--- src/rtl/burst_seq_pkg.sv ---
// Package: shared types for the burst address sequencer.
// Assumes a four-beat burst, so the beat counter is two bits wide.
package burst_seq_pkg;
    localparam int BEAT_W = 2;

    // Action that the start decode selects for a cycle
    typedef enum logic [1:0] {
        ACT_HOLD  = 2'd0,
        ACT_LOAD  = 2'd1,
        ACT_DESEL = 2'd2
    } seq_act_e;

    // Burst order latched at burst start
    typedef enum logic {
        ORD_INTLV = 1'b0,
        ORD_LIN   = 1'b1
    } seq_ord_e;
endpackage

--- src/rtl/burst_start_arb.sv ---
// Module: decodes the two start strobes, chip enable and advance into one
// action and one step request. The processor side wins when both strobes are
// high. A processor start while disabled is ignored. A controller start
// while disabled deselects. Purely combinational.
module burst_start_arb
    import burst_seq_pkg::*;
(
    input  logic     start_cpu,
    input  logic     start_ctl,
    input  logic     cs_en,
    input  logic     adv,
    output seq_act_e act,
    output logic     step
);
    // Priority decode of the start strobes
    always_comb begin
        if (start_cpu) begin
            act = cs_en ? ACT_LOAD : ACT_HOLD;
        end else if (start_ctl) begin
            act = cs_en ? ACT_LOAD : ACT_DESEL;
        end else begin
            act = ACT_HOLD;
        end
    end

    // Advance only in cycles where nothing else happens
    always_comb begin
        step = adv && (act == ACT_HOLD);
    end
endmodule

--- src/rtl/burst_beat_ctr.sv ---
// Module: holds the loaded base address, the beat counter, the latched order
// and the valid flag. Assumes the arbiter has already resolved priority.
// The beat counter wraps at four and never carries into the base.
module burst_beat_ctr
    import burst_seq_pkg::*;
#(
    parameter int ADDR_W = 20
) (
    input  logic              clk,
    input  logic              rst_n,
    input  seq_act_e          act,
    input  logic              step,
    input  logic [ADDR_W-1:0] ext_addr,
    input  logic              ord_sel,
    output logic [ADDR_W-1:0] base,
    output logic [BEAT_W-1:0] beat,
    output seq_ord_e          ord,
    output logic              vld
);
    // Register update per decoded action
    always_ff @(posedge clk) begin
        if (!rst_n) begin
            base <= '0;
            beat <= '0;
            ord  <= ORD_INTLV;
            vld  <= 1'b0;
        end else begin
            unique case (act)
                ACT_LOAD: begin
                    base <= ext_addr;
                    beat <= '0;
                    ord  <= seq_ord_e'(ord_sel);
                    vld  <= 1'b1;
                end
                ACT_DESEL: vld <= 1'b0;
                default: begin
                    if (step && vld) beat <= beat + 1'b1;
                end
            endcase
        end
    end
endmodule

--- src/rtl/burst_order_map.sv ---
// Module: maps base address, beat count and order to the array address.
// Linear order adds the beat to the low bits modulo four. Interleaved order
// XORs the beat into them. The upper bits pass through unchanged.
module burst_order_map
    import burst_seq_pkg::*;
#(
    parameter int ADDR_W = 20
) (
    input  logic [ADDR_W-1:0] base,
    input  logic [BEAT_W-1:0] beat,
    input  seq_ord_e          ord,
    output logic [ADDR_W-1:0] addr
);
    logic [BEAT_W-1:0] low;

    // Low-bit sequencing per order
    always_comb begin
        if (ord == ORD_LIN) low = base[BEAT_W-1:0] + beat;
        else                low = base[BEAT_W-1:0] ^ beat;
    end

    // Recombine with the fixed upper bits
    always_comb begin
        addr = {base[ADDR_W-1:BEAT_W], low};
    end
endmodule

--- src/rtl/burst_addr_seq.sv ---
// Module: top of the burst address sequencer. All inputs are sampled on the
// rising edge. Outputs are registered-state based, so they appear one edge
// after sampling. Assumes ADDR_W is greater than the beat width.
module burst_addr_seq
    import burst_seq_pkg::*;
#(
    parameter int ADDR_W = 20
) (
    input  logic              clk,
    input  logic              rst_n,
    input  logic [ADDR_W-1:0] ext_addr,
    input  logic              start_cpu,
    input  logic              start_ctl,
    input  logic              adv,
    input  logic              cs_en,
    input  logic              ord_sel,
    output logic [ADDR_W-1:0] arr_addr,
    output logic              addr_vld
);
    seq_act_e          act;
    logic              step;
    logic [ADDR_W-1:0] base;
    logic [BEAT_W-1:0] beat;
    seq_ord_e          ord;

    burst_start_arb u_arb (
        .start_cpu(start_cpu), .start_ctl(start_ctl), .cs_en(cs_en),
        .adv(adv), .act(act), .step(step)
    );

    burst_beat_ctr #(.ADDR_W(ADDR_W)) u_ctr (
        .clk(clk), .rst_n(rst_n), .act(act), .step(step),
        .ext_addr(ext_addr), .ord_sel(ord_sel),
        .base(base), .beat(beat), .ord(ord), .vld(addr_vld)
    );

    burst_order_map #(.ADDR_W(ADDR_W)) u_map (
        .base(base), .beat(beat), .ord(ord), .addr(arr_addr)
    );
endmodule

--- config.mk ---
export PLATFORM = sky130hd
export DESIGN_NAME = burst_addr_seq
export DESIGN_NICKNAME = d
export VERILOG_FILES = /design/src/rtl/burst_seq_pkg.sv /design/src/rtl/burst_start_arb.sv /design/src/rtl/burst_beat_ctr.sv /design/src/rtl/burst_order_map.sv /design/src/rtl/burst_addr_seq.sv
export SDC_FILE = /design/constraint.sdc
export NUM_CORES = 1
export LEC_CHECK = 0
export ABC_AREA = 1
export BUFFER_PORTS_ARGS = -buffer_cell sky130_fd_sc_hd__buf_2
export CAP_MARGIN = 10
export CORE_UTILIZATION = 47
export CTS_BUF_LIST = sky130_fd_sc_hd__clkbuf_8 sky130_fd_sc_hd__clkbuf_16
export CTS_CLUSTER_SIZE = 40
export DETAILED_ROUTE_END_ITERATION = 10
export HOLD_SLACK_MARGIN = 0.05
export PLACE_DENSITY = 0.84
export SETUP_SLACK_MARGIN = 0.3
export SYNTH_ARGS = -nofsm -noshare
export SYNTH_HDL_FRONTEND = slang
export SYNTH_SLANG_ARGS = --single-unit
--- constraint.sdc ---
create_clock -name clk -period 1.1 [get_ports clk]
set_clock_uncertainty 0.2 [all_clocks]
set_input_delay 0.055 -clock clk [delete_from_list [all_inputs] [get_ports clk]]
set_output_delay 0.055 -clock clk [all_outputs]
set_load 0.005 [all_outputs]
# Word level (Yosys, flattened, before mapping)
# Index checks and enable logic that the tools add are counted.
[word_totals] in_bits=27 reg_bits=24 latch_bits=0 wordCells=24 mem_bits_ro=0 mem_bits_rw=0 memories=0 out_inout_bits=21
[op_classes] order_cmp=0 div=0 add_sub_neg=2 n_reduce_logical=6 multipliers=0 n_eq_ne=2 n_bitwise=2 shift=0 mux=8
[op_table] cell="2-bit 2-to-1 mux" count=5
[op_table] cell="2-bit case mux with 2 select lines" count=1
[op_table] cell="2-bit nonzero test" count=2
[op_table] cell="2-bit by 1-bit adder with 2-bit output (second input constant)" count=1
[op_table] cell="2-bit adder" count=1
[op_table] cell="2-bit by 1-bit equality test with 1-bit output (second input constant)" count=1
[op_table] cell="2-bit equality test (second input constant)" count=1
[op_table] cell="1-bit logical AND" count=2
[op_table] cell="2-bit logical NOT" count=1
[op_table] cell="1-bit case mux with 2 select lines" count=1
[op_table] cell="2-bit AND reduction" count=1
[op_table] cell="2-bit bitwise XOR" count=1
[op_table] cell="1-bit 2-to-1 mux" count=1
[op_table] cell="1-bit NOT" count=1

# Logic depth before layout (Yosys ltp)
# Gate-level depths: netlist of run 1.
[depth] word_depth=8 ltp_mapped=7

# Modules after synthesis
# From an unflattened synthesis of run 1, not the netlist that was laid out.
[unflattened] cells_unflattened=155 hier_area_um2=1126.1
[modules_own_cells] mod="burst_beat_ctr" instances=1 seq_area_each_um2=480.5 cells_per_inst=117 area_each_um2=899.6
[modules_own_cells] mod="burst_order_map" instances=1 seq_area_each_um2=0.0 cells_per_inst=31 area_each_um2=195.2
[modules_own_cells] mod="burst_start_arb" instances=1 seq_area_each_um2=0.0 cells_per_inst=7 area_each_um2=31.3

# Worst setup path before layout of run 1
# OpenSTA, ideal clock, no wires.
[synth_path] kind="register to output" startpoint="reg u_ctr.beat[0]" endpoint="out arr_addr[1]" path_slack_ns=0.092 n_path_buf=0 required_time_ns=0.845 t_arrival_ns=0.753 path_stages_with_launch=5 cell_sequence="dfxtp_1 ha_1 nand2_1 xnor2_1 inv_1"
[synth_via] elab_chain_cells=2
[synth_rtl] element="from (decl)" line="burst_beat_ctr.sv:16" source="output logic [BEAT_W-1:0] beat,"
[synth_rtl] element="from (signal assigned)" line="burst_beat_ctr.sv:37" source="if (step && vld) beat <= beat + 1'b1;"
[synth_rtl] element="2-bit adder" line="burst_order_map.sv:18" source="if (ord == ORD_LIN) low = base[BEAT_W-1:0] + beat;"
[synth_rtl] element="2-bit 2-to-1 mux" line="burst_order_map.sv:18"
[synth_rtl] element="to (decl)" line="burst_addr_seq.sv:17" source="output logic [ADDR_W-1:0] arr_addr,"
# Every way passes these cells.

# Worst setup path in the final report of run 1
[layout_path] startpoint="reg u_ctr.base[0]" endpoint="out arr_addr[1]"
[layout_via] elab_chain_cells=2
[layout_rtl] element="from (decl)" line="burst_beat_ctr.sv:15" source="output logic [ADDR_W-1:0] base,"
[layout_rtl] element="from (signal assigned)" line="burst_beat_ctr.sv:30" source="base <= ext_addr;"
[layout_rtl] element="2-bit adder" line="burst_order_map.sv:18"
[layout_rtl] element="2-bit 2-to-1 mux" line="burst_order_map.sv:18"
# Every way passes these cells.

==> impl_metrics.xml, run 1 <==
<?xml version="1.0" encoding="UTF-8"?>
<metrics>
  <group name="status">
    <metric name="result_of_the_run" unit="">finished with violations</metric>
    <metric name="failing_checks" unit="">hold timing, setup timing</metric>
  </group>
  <group name="power">
    <metric name="static-leakage-power" unit="nW">0.773</metric>
    <metric name="power.density_cell_area" unit="nW/µm²">1370</metric>
    <metric name="vdd.ir_drop.worst" unit="µV">1060</metric>
  </group>
  <group name="placed_design">
    <metric name="port_buffers" unit="">47</metric>
    <metric name="dp.final_hpwl" unit="mm">1.77</metric>
    <metric name="gpl.final_weighted_congestion" unit="">0.668</metric>
  </group>
  <group name="cells_and_area">
    <metric name="number_of_nets_in_the_finished_design" unit="">211</metric>
    <metric name="area.growth.synth_to_final" unit="%">40.1</metric>
    <metric name="diodes" unit="">0</metric>
    <metric name="post_route_cells_drive_above_1_share" unit="%">76.9</metric>
    <metric name="utilization" unit="%">71.9</metric>
    <metric name="mostFrequentLayoutCells" unit="">buf_2 (41), nor2_1 (24), dfxtp_2 (23)</metric>
    <metric name="mostFrequentLayoutCell" unit="">buf_2</metric>
  </group>
  <group name="clocking">
    <metric name="cts.htree.levels" unit="">1</metric>
    <metric name="cts_tree" unit="">yes</metric>
    <metric name="clock_sinks" unit="">24</metric>
    <metric name="tritoncts.num_buffers" unit="">3</metric>
    <metric name="clock_insertion_delay_worst_skew" unit="ns">0.27</metric>
    <metric name="cts.path.max_buffers" unit="">2</metric>
    <metric name="cts-root-buf" unit="">clkbuf_8</metric>
    <metric name="path_clk_slew" unit="ns">0.08</metric>
  </group>
  <group name="timing">
    <metric name="achievable-frequency" unit="MHz">731</metric>
    <metric name="tightestPinTransition" unit="ns">0.255</metric>
    <metric name="finalMaxSlewViolations" unit="">0</metric>
    <metric name="period_share" unit="%">124</metric>
    <metric name="final.min_clock_period" unit="ns">1.37</metric>
    <metric name="report.final.setup_viol" unit="">4</metric>
    <metric name="finalHoldViolCount" unit="">24</metric>
    <metric name="layout_setup_ws" unit="ns">-0.267</metric>
    <metric name="worst_slew_margin_relative_to_its_limit" unit="%">83.0</metric>
    <metric name="rsz0062_at_grt" unit="">yes</metric>
    <metric name="whs" unit="ns">-0.204</metric>
  </group>
  <group name="floorplanning">
    <metric name="design.core.area" unit="µm²">2300</metric>
    <metric name="boundaryPins" unit="">48</metric>
    <metric name="num_rows" unit="">17</metric>
    <metric name="effective_utilization_at_floorplan" unit="%">51.4</metric>
    <metric name="die-width" unit="µm">52.1</metric>
    <metric name="die-area" unit="µm²">2710</metric>
    <metric name="chipHeight" unit="µm">52.1</metric>
  </group>
  <group name="worst_hold_path">
    <metric name="min_path_type" unit="">in -&gt; reg</metric>
    <metric name="hold_path_depth" unit="">3</metric>
    <metric name="hold_path_startpoint" unit="">ext_addr[17]</metric>
    <metric name="min_to" unit="">u_ctr.base[17]$_SDFFE_PN0N_</metric>
  </group>
  <group name="flow_run">
    <metric name="max_cap_viol_count" unit="">0</metric>
  </group>
  <group name="worst_setup_path">
    <metric name="cp-end-kind" unit="">primary output</metric>
    <metric name="timing.critical_path.from_type" unit="">flop</metric>
    <metric name="critical-path-slowest-cell" unit="">dfxtp_2</metric>
    <metric name="regToRegEndpoint" unit="">u_ctr.beat[1]$_SDFFE_PN0P_</metric>
    <metric name="crit_path_max_incr_delay" unit="ns">0.37</metric>
    <metric name="arrival" unit="ns">1.11</metric>
    <metric name="critPathKind" unit="">reg -&gt; out</metric>
    <metric name="register_to_register_setup_slack" unit="ns">-0.15</metric>
    <metric name="timing.critical_path.cells" unit="">ha_4 &gt; nand2_2 &gt; xnor2_1 &gt; inv_1 &gt; buf_2</metric>
    <metric name="cp_num_buf_inv" unit="">2</metric>
    <metric name="critPathMaxFanout" unit="">2</metric>
    <metric name="reg2reg_from" unit="">u_ctr.beat[0]$_SDFFE_PN0P_</metric>
    <metric name="worst-endpoint-required" unit="ns">0.84</metric>
    <metric name="path_delay_family" unit="">flip-flops</metric>
    <metric name="rr_worst_depth" unit="">8</metric>
  </group>
  <group name="synthesis">
    <metric name="avg_cell_area_syn" unit="µm²">8.31</metric>
    <metric name="ys_async_rst_share" unit="%">0</metric>
    <metric name="netlist_top_cells_area" unit="">dfxtp_1 (41%), buf_4 (11%), nor2_2 (10%)</metric>
    <metric name="synth_top_area_share" unit="%">40.7</metric>
    <metric name="post_synth_instance_area" unit="µm²">1180</metric>
    <metric name="yosysSeqAreaShare" unit="%">40.7</metric>
    <metric name="yosys_warnings" unit="">0</metric>
    <metric name="synth_edf_count" unit="">0</metric>
    <metric name="synth.ff_latch_count" unit="">24</metric>
    <metric name="synthesis.nets" unit="">170</metric>
    <metric name="synth_cell_types" unit="">21</metric>
    <metric name="synthCells" unit="">142</metric>
    <metric name="netlist.top_cell.by_area" unit="">dfxtp_1</metric>
    <metric name="postSynth.topFlopCell" unit="">dfxtp_1</metric>
  </group>
  <group name="detailed_routing">
    <metric name="dr_total_vias" unit="">1002</metric>
    <metric name="drtIter0Drc" unit="">8</metric>
    <metric name="post-route-drc-count" unit="">0</metric>
    <metric name="drt-vias-per-instance" unit="">4.77</metric>
    <metric name="antenna_left" unit="">0</metric>
    <metric name="wl" unit="mm">2.56</metric>
    <metric name="routed_wire_length_per_instance" unit="µm">12.2</metric>
    <metric name="length_of_the_first_detailed_routing_pass_in_iterations" unit="">5</metric>
  </group>
  <group name="global_routing">
    <metric name="grt_antenna_before_repair" unit="">0</metric>
    <metric name="vias_in_the_first_global_route" unit="">935</metric>
    <metric name="grt_start_max_net_pins" unit="">15</metric>
    <metric name="overflow" unit="">0</metric>
    <metric name="grt_first_pass_wirelength" unit="mm">3.88</metric>
    <metric name="gr-usage-all-layers" unit="%">19.8</metric>
  </group>
</metrics>
==> layout make-up <==
cell class | instances | area, µm²
repair buffers | 61 | 425
multi-input cells | 85 | 573
inverters | 8 | 35.0
clock buffers | 3 | 41.3
flip-flops and latches | 24 | 513
clock inverters | 1 | 30.0
fillers | 186 | 644
well taps | 28 | 35.0
==> how the worst max path moves through the flow <==
stage,cells past startpoint,end,slack (ns),from
2_1_floorplan,4,arr_addr[1],0.14,u_ctr.base[0]$_SDFFE_PN0N_
3_3_place_gp,5,arr_addr[1],0.01,u_ctr.base[0]$_SDFFE_PN0N_
3_5_place_dp,5,arr_addr[1],-0.006,u_ctr.base[0]$_SDFFE_PN0N_
4_1_cts,5,arr_addr[1],-0.26,u_ctr.base[0]$_SDFFE_PN0N_
5_1_grt,5,arr_addr[1],-0.31,u_ctr.base[0]$_SDFFE_PN0N_
6_report,5,arr_addr[1],-0.27,u_ctr.base[0]$_SDFFE_PN0N_
==> synthesized netlist by cell type, types with 2 or more instances <==
| master | number |
|---|---|
| inv_1 | 7 |
| nor2_2 | 19 |
| xnor2_1 | 2 |
| buf_12 | 2 |
| a21oi_2 | 2 |
| buf_2 | 2 |
| nor2_1 | 24 |
| dfxtp_1 | 24 |
| buf_4 | 18 |
| nand2_2 | 4 |
| buf_6 | 2 |
| nand2_1 | 7 |
| o21ai_1 | 2 |
| o21ai_0 | 19 |
| nand4_1 | 2 |
==> state kept, by name (all words and copies together), names as in the netlist <==
name / flops
u_ctr.beat: 2
u_ctr.ord: 1
u_ctr.base: 20
u_ctr.vld: 1
==> worst reg2reg max path, stage by stage (launching register included) <==
cell and delay [ns]:
dfxtp_2 0.35, buf_4 0.13, buf_6 0.10, buf_6 0.11
nand2_2 0.04, inv_1 0.03, nand4_1 0.05, nand2_1 0.06
a21oi_2 0.10
==> report_power, final <==
group          total [mW]  switching, mW  internal (mW)  leakage [nW]
clock               0.775          0.289          0.487        0.0357
combinational       0.487          0.227          0.259         0.530
sequential           1.01         0.0570          0.953         0.207
total                2.27          0.573           1.70         0.773
==> repair_timing <==
| action | CTS | global route |
|---|---|---|
| endpoints found under the hold margin | 24 | 24 |
| cloned | 0 | 0 |
| endpoints found under the setup margin | 33 | 45 |
| pin swaps | 16 | 16 |
| buffers inserted | 5 | 3 |
| gates resized for setup | 38 | 20 |
==> stage by stage <==
stage	area (µm²)	setup TNS, ns	power (mW)	setup WS [ns]	std cells
global route	1650	-0.755	2.38	-0.305	210
floorplan	1230	0	1.30	0.145	142
finish	1650	-0.589	2.27	-0.267	210
detailed placement	1360	-0.00580	1.39	-0.00580	198
global placement	1360	0	1.37	0.0104	198
CTS	1550	-0.434	2.23	-0.264	207
==> cell families after synthesis <==
family / after synthesis / share of synthesized area [%]
adders and majority gates: 1 / 1.06
AOI/OAI and AO/OA: 23 / 10.4
buffers and inverters: 33 / 20.9
DFF: 24 / 40.7
xor gates and xnor gates: 2 / 1.48
and+or+nand+nor: 59 / 25.5
==> metal layers <==
layer	share of wire, %	GRT usage, %	vias to the layer above
li1	-	-	507
met1	39	19.3	457
met2	54	38.5	35
met3	5.6	5.56	3
met4	0.90	7.66	0
met5	0	0	-
(Power assumes the default switching activity.)
==> run 2: changes to the inputs <==
--- a/config.mk
+++ b/config.mk
@@ -5,10 +5,9 @@
 export SDC_FILE = /design/constraint.sdc
 export NUM_CORES = 1
 export LEC_CHECK = 0
-export ABC_AREA = 1
 export BUFFER_PORTS_ARGS = -buffer_cell sky130_fd_sc_hd__buf_2
 export CAP_MARGIN = 10
-export CORE_UTILIZATION = 47
+export CORE_UTILIZATION = 46
 export CTS_BUF_LIST = sky130_fd_sc_hd__clkbuf_8 sky130_fd_sc_hd__clkbuf_16
 export CTS_CLUSTER_SIZE = 40
 export DETAILED_ROUTE_END_ITERATION = 10
==> run 2 against run 1 <==
The run still ends with hold timing, setup timing left. Flip-flop and latch count did not move. Largest power group unchanged. Worst hold slack improved by 0.025 ns. Critical path depth down 1. Critical path type unchanged. Largest cell class unchanged. Clock-buffer cell count increased by 1. Non-clock buffer count fell by 7. Sequential share of layout area rose by 4.1 points.
==> impl_metrics.xml, run 2 <==
<?xml version="1.0" encoding="UTF-8"?>
<metrics>
  <group name="clocking">
    <metric name="path_clk_slew" unit="ns">0.08</metric>
    <metric name="cts.htree.levels" unit="">1</metric>
    <metric name="cts.path.max_buffers" unit="">2</metric>
    <metric name="cts-root-buf" unit="">clkbuf_8</metric>
    <metric name="tritoncts.num_buffers" unit="">3</metric>
    <metric name="clock_sinks" unit="">24</metric>
    <metric name="cts_tree" unit="">yes</metric>
    <metric name="clock_insertion_delay_worst_skew" unit="ns">0.26</metric>
  </group>
  <group name="detailed_routing">
    <metric name="routed_wire_length_per_instance" unit="µm">11.4</metric>
    <metric name="dr_total_vias" unit="">922</metric>
    <metric name="antenna_left" unit="">0</metric>
    <metric name="drt-vias-per-instance" unit="">4.80</metric>
    <metric name="length_of_the_first_detailed_routing_pass_in_iterations" unit="">5</metric>
    <metric name="post-route-drc-count" unit="">0</metric>
    <metric name="wl" unit="mm">2.19</metric>
    <metric name="drtIter0Drc" unit="">13</metric>
  </group>
  <group name="floorplanning">
    <metric name="design.core.area" unit="µm²">2230</metric>
    <metric name="boundaryPins" unit="">48</metric>
    <metric name="chipHeight" unit="µm">51.1</metric>
    <metric name="die-area" unit="µm²">2610</metric>
    <metric name="die-width" unit="µm">51.1</metric>
    <metric name="effective_utilization_at_floorplan" unit="%">49.6</metric>
    <metric name="num_rows" unit="">17</metric>
  </group>
  <group name="worst_setup_path">
    <metric name="arrival" unit="ns">1.08</metric>
    <metric name="critPathKind" unit="">reg -&gt; out</metric>
    <metric name="timing.critical_path.cells" unit="">ha_4 &gt; nand2_4 &gt; xnor2_2 &gt; buf_2</metric>
    <metric name="cp-end-kind" unit="">primary output</metric>
    <metric name="critPathMaxFanout" unit="">2</metric>
    <metric name="crit_path_max_incr_delay" unit="ns">0.38</metric>
    <metric name="worst-endpoint-required" unit="ns">0.84</metric>
    <metric name="reg2reg_from" unit="">u_ctr.vld$_SDFFE_PN0P_</metric>
    <metric name="register_to_register_setup_slack" unit="ns">0</metric>
    <metric name="rr_worst_depth" unit="">3</metric>
    <metric name="regToRegEndpoint" unit="">u_ctr.beat[0]$_SDFFE_PN0P_</metric>
    <metric name="critical-path-slowest-cell" unit="">dfxtp_4</metric>
    <metric name="timing.critical_path.from_type" unit="">flop</metric>
  </group>
  <group name="power">
    <metric name="power.density_cell_area" unit="nW/µm²">1250</metric>
    <metric name="total_power" unit="mW">1.83</metric>
    <metric name="vdd.ir_drop.worst" unit="µV">986</metric>
    <metric name="static-leakage-power" unit="nW">0.678</metric>
  </group>
  <group name="cells_and_area">
    <metric name="register_area" unit="µm²">513</metric>
    <metric name="diodes" unit="">0</metric>
    <metric name="post_route_cells_drive_above_1_share" unit="%">62.2</metric>
    <metric name="mostFrequentLayoutCells" unit="">buf_2 (43), nand2_1 (38), dfxtp_2 (23)</metric>
    <metric name="top_register" unit="">u_ctr.base</metric>
    <metric name="number_of_nets_in_the_finished_design" unit="">193</metric>
    <metric name="final.fill_count" unit="">189</metric>
    <metric name="largest_reg_flops" unit="">20</metric>
    <metric name="top_regs" unit="">u_ctr.base x20, u_ctr.beat x2</metric>
    <metric name="multiInputGateArea" unit="µm²">536</metric>
    <metric name="area.growth.synth_to_final" unit="%">31.6</metric>
    <metric name="mostFrequentLayoutCell" unit="">buf_2</metric>
  </group>
  <group name="synthesis">
    <metric name="netlist_top_cells_area" unit="">dfxtp_1 (43%), nand2_1 (16%), buf_4 (15%)</metric>
    <metric name="postSynth.topFlopCell" unit="">dfxtp_1</metric>
    <metric name="synth_edf_count" unit="">0</metric>
    <metric name="post_synth_instance_area" unit="µm²">1110</metric>
    <metric name="yosysSeqAreaShare" unit="%">43.3</metric>
    <metric name="synth.ff_latch_count" unit="">24</metric>
    <metric name="synth_mux_area_share" unit="%">0</metric>
    <metric name="synth_most_common_cell" unit="">nand2_1</metric>
    <metric name="synth_top_area_share" unit="%">43.3</metric>
    <metric name="ys_async_rst_share" unit="%">0</metric>
    <metric name="synthesis.nets" unit="">159</metric>
    <metric name="synthCells" unit="">131</metric>
    <metric name="synth-xor-area-share" unit="%">1.58</metric>
    <metric name="synth-compound-area-share" unit="%">20.4</metric>
    <metric name="synthSimpleGateAreaFrac" unit="%">17.3</metric>
    <metric name="avg_cell_area_syn" unit="µm²">8.46</metric>
    <metric name="synth.top_cells.by_count" unit="">nand2_1 (46), dfxtp_1 (24), buf_4 (22)</metric>
    <metric name="main_combinational_cell_family_by_area_after_synthesis" unit="">compound AO/OA/AOI/OAI gates</metric>
    <metric name="netlist.top_cell.by_area" unit="">dfxtp_1</metric>
    <metric name="yosys_warnings" unit="">0</metric>
    <metric name="synth_cell_types" unit="">19</metric>
    <metric name="synth_fa_ha_area_share" unit="%">1.13</metric>
  </group>
  <group name="status">
    <metric name="failing_checks" unit="">hold timing, setup timing</metric>
    <metric name="result_of_the_run" unit="">finished with violations</metric>
  </group>
  <group name="timing">
    <metric name="achievable-frequency" unit="MHz">750</metric>
    <metric name="tightestPinTransition" unit="ns">0.332</metric>
    <metric name="period_share" unit="%">121</metric>
    <metric name="rsz0062_at_grt" unit="">yes</metric>
    <metric name="final.min_clock_period" unit="ns">1.33</metric>
    <metric name="whs" unit="ns">-0.179</metric>
    <metric name="layout_setup_ws" unit="ns">-0.233</metric>
    <metric name="setup_tns" unit="ns">-0.359</metric>
    <metric name="finalMaxSlewViolations" unit="">0</metric>
    <metric name="worst_slew_margin_relative_to_its_limit" unit="%">77.8</metric>
    <metric name="finalHoldViolCount" unit="">24</metric>
    <metric name="report.final.setup_viol" unit="">2</metric>
  </group>
  <group name="flow_run">
    <metric name="max_cap_viol_count" unit="">0</metric>
  </group>
  <group name="global_routing">
    <metric name="gr-usage-all-layers" unit="%">18.2</metric>
    <metric name="overflow" unit="">0</metric>
    <metric name="vias_in_the_first_global_route" unit="">832</metric>
    <metric name="grt_start_max_net_pins" unit="">25</metric>
    <metric name="grt_antenna_before_repair" unit="">0</metric>
    <metric name="grt_first_pass_wirelength" unit="mm">3.53</metric>
  </group>
  <group name="worst_hold_path">
    <metric name="hold_path_depth" unit="">3</metric>
    <metric name="hold_path_startpoint" unit="">ext_addr[12]</metric>
    <metric name="min_to" unit="">u_ctr.base[12]$_SDFFE_PN0N_</metric>
    <metric name="min_path_type" unit="">in -&gt; reg</metric>
  </group>
  <group name="placed_design">
    <metric name="port_buffers" unit="">47</metric>
    <metric name="dp.final_hpwl" unit="mm">1.60</metric>
    <metric name="gpl.final_weighted_congestion" unit="">0.667</metric>
  </group>
</metrics>
## run 2: cell types whose count changed in the layout (fill, tap and decap cells not counted), moves of 4 or more
cell      delta
nand2_1     +34
nor2_1      -24
nor2_2      -19
a21boi_1    +17
o21ai_2     -16
buf_6        -7
inv_1        -5
a21boi_2     +4
o21ai_1      -4
## run 2: worst max-delay path by stage
stage / cells after the start / to / start / slack (ns)
floorplan: 3 / u_ctr.beat[0]$_SDFFE_PN0P_ / u_ctr.vld$_SDFFE_PN0P_ / 0.05
global placement: 3 / u_ctr.beat[0]$_SDFFE_PN0P_ / u_ctr.vld$_SDFFE_PN0P_ / 0.05
detailed placement: 4 / u_ctr.beat[0]$_SDFFE_PN0P_ / start_cpu / 0.02
CTS: 3 / arr_addr[1] / u_ctr.base[1]$_SDFFE_PN0N_ / -0.20
global route: 4 / arr_addr[1] / u_ctr.base[0]$_SDFFE_PN0N_ / -0.28
finish: 4 / arr_addr[1] / u_ctr.base[0]$_SDFFE_PN0N_ / -0.23
## run 2: kinds of logic after synthesis
logic type	after synthesis
DFF	24
xor gates and xnor gates	2
adders and majority gates	1
and+or+nand+nor	49
AOI/OAI and AO/OA	29
buffers and inverters	26
## run 2: area by class of cell
type	instances	area share, %
flip-flops and latches	24	35.2
repair buffers	54	21.7
well taps	28	2.40
multi-input cells	81	36.7
inverters	1	0.257
clock buffers	4	3.77
## run 2: timing repair
item                                    CTS  global route
resized for setup                        26            21
hold endpoints to repair                 24            24
endpoints found under the setup margin   27            40
setup buffers                             2             0
pin swaps                                 5            17
## run 2: power by group
group          total (mW)  switching, mW  internal, mW
clock               0.588          0.269         0.319
sequential          0.953         0.0302         0.923
combinational       0.288          0.132         0.155
## run 2: worst max-delay path: cells and delay by family, from the launching register on
family | cells | cell delay, ns
xor gates and xnor gates | 1 | 0.13
and+or+nand+nor | 1 | 0.05
buffers and inverters | 1 | 0.12
DFF | 1 | 0.38
adders and majority gates | 1 | 0.14
## run 2: stage by stage
| stage | area, µm² | hold slack, ns | cells | setup WS (ns) | utilization [%] |
|---|---|---|---|---|---|
| final | 1460 | -0.179 | 192 | -0.233 | 65.3 |
| after detailed placement | 1260 | 0.111 | 186 | 0.0153 | 56.3 |
| after global placement | 1260 | 0.0947 | 186 | 0.0490 | 56.3 |
| after global routing | 1460 | -0.181 | 192 | -0.280 | 65.3 |
| after CTS | 1380 | -0.177 | 192 | -0.204 | 61.7 |
| after floorplan | 1140 | -0.0122 | 131 | 0.0473 | - |
## run 2: routing by layer
metal  GRT usage [%]  share of wire, %
met5               0                 0
met4            9.72               2.2
met3            2.68               3.8
met2            30.7                51
met1            22.0                43
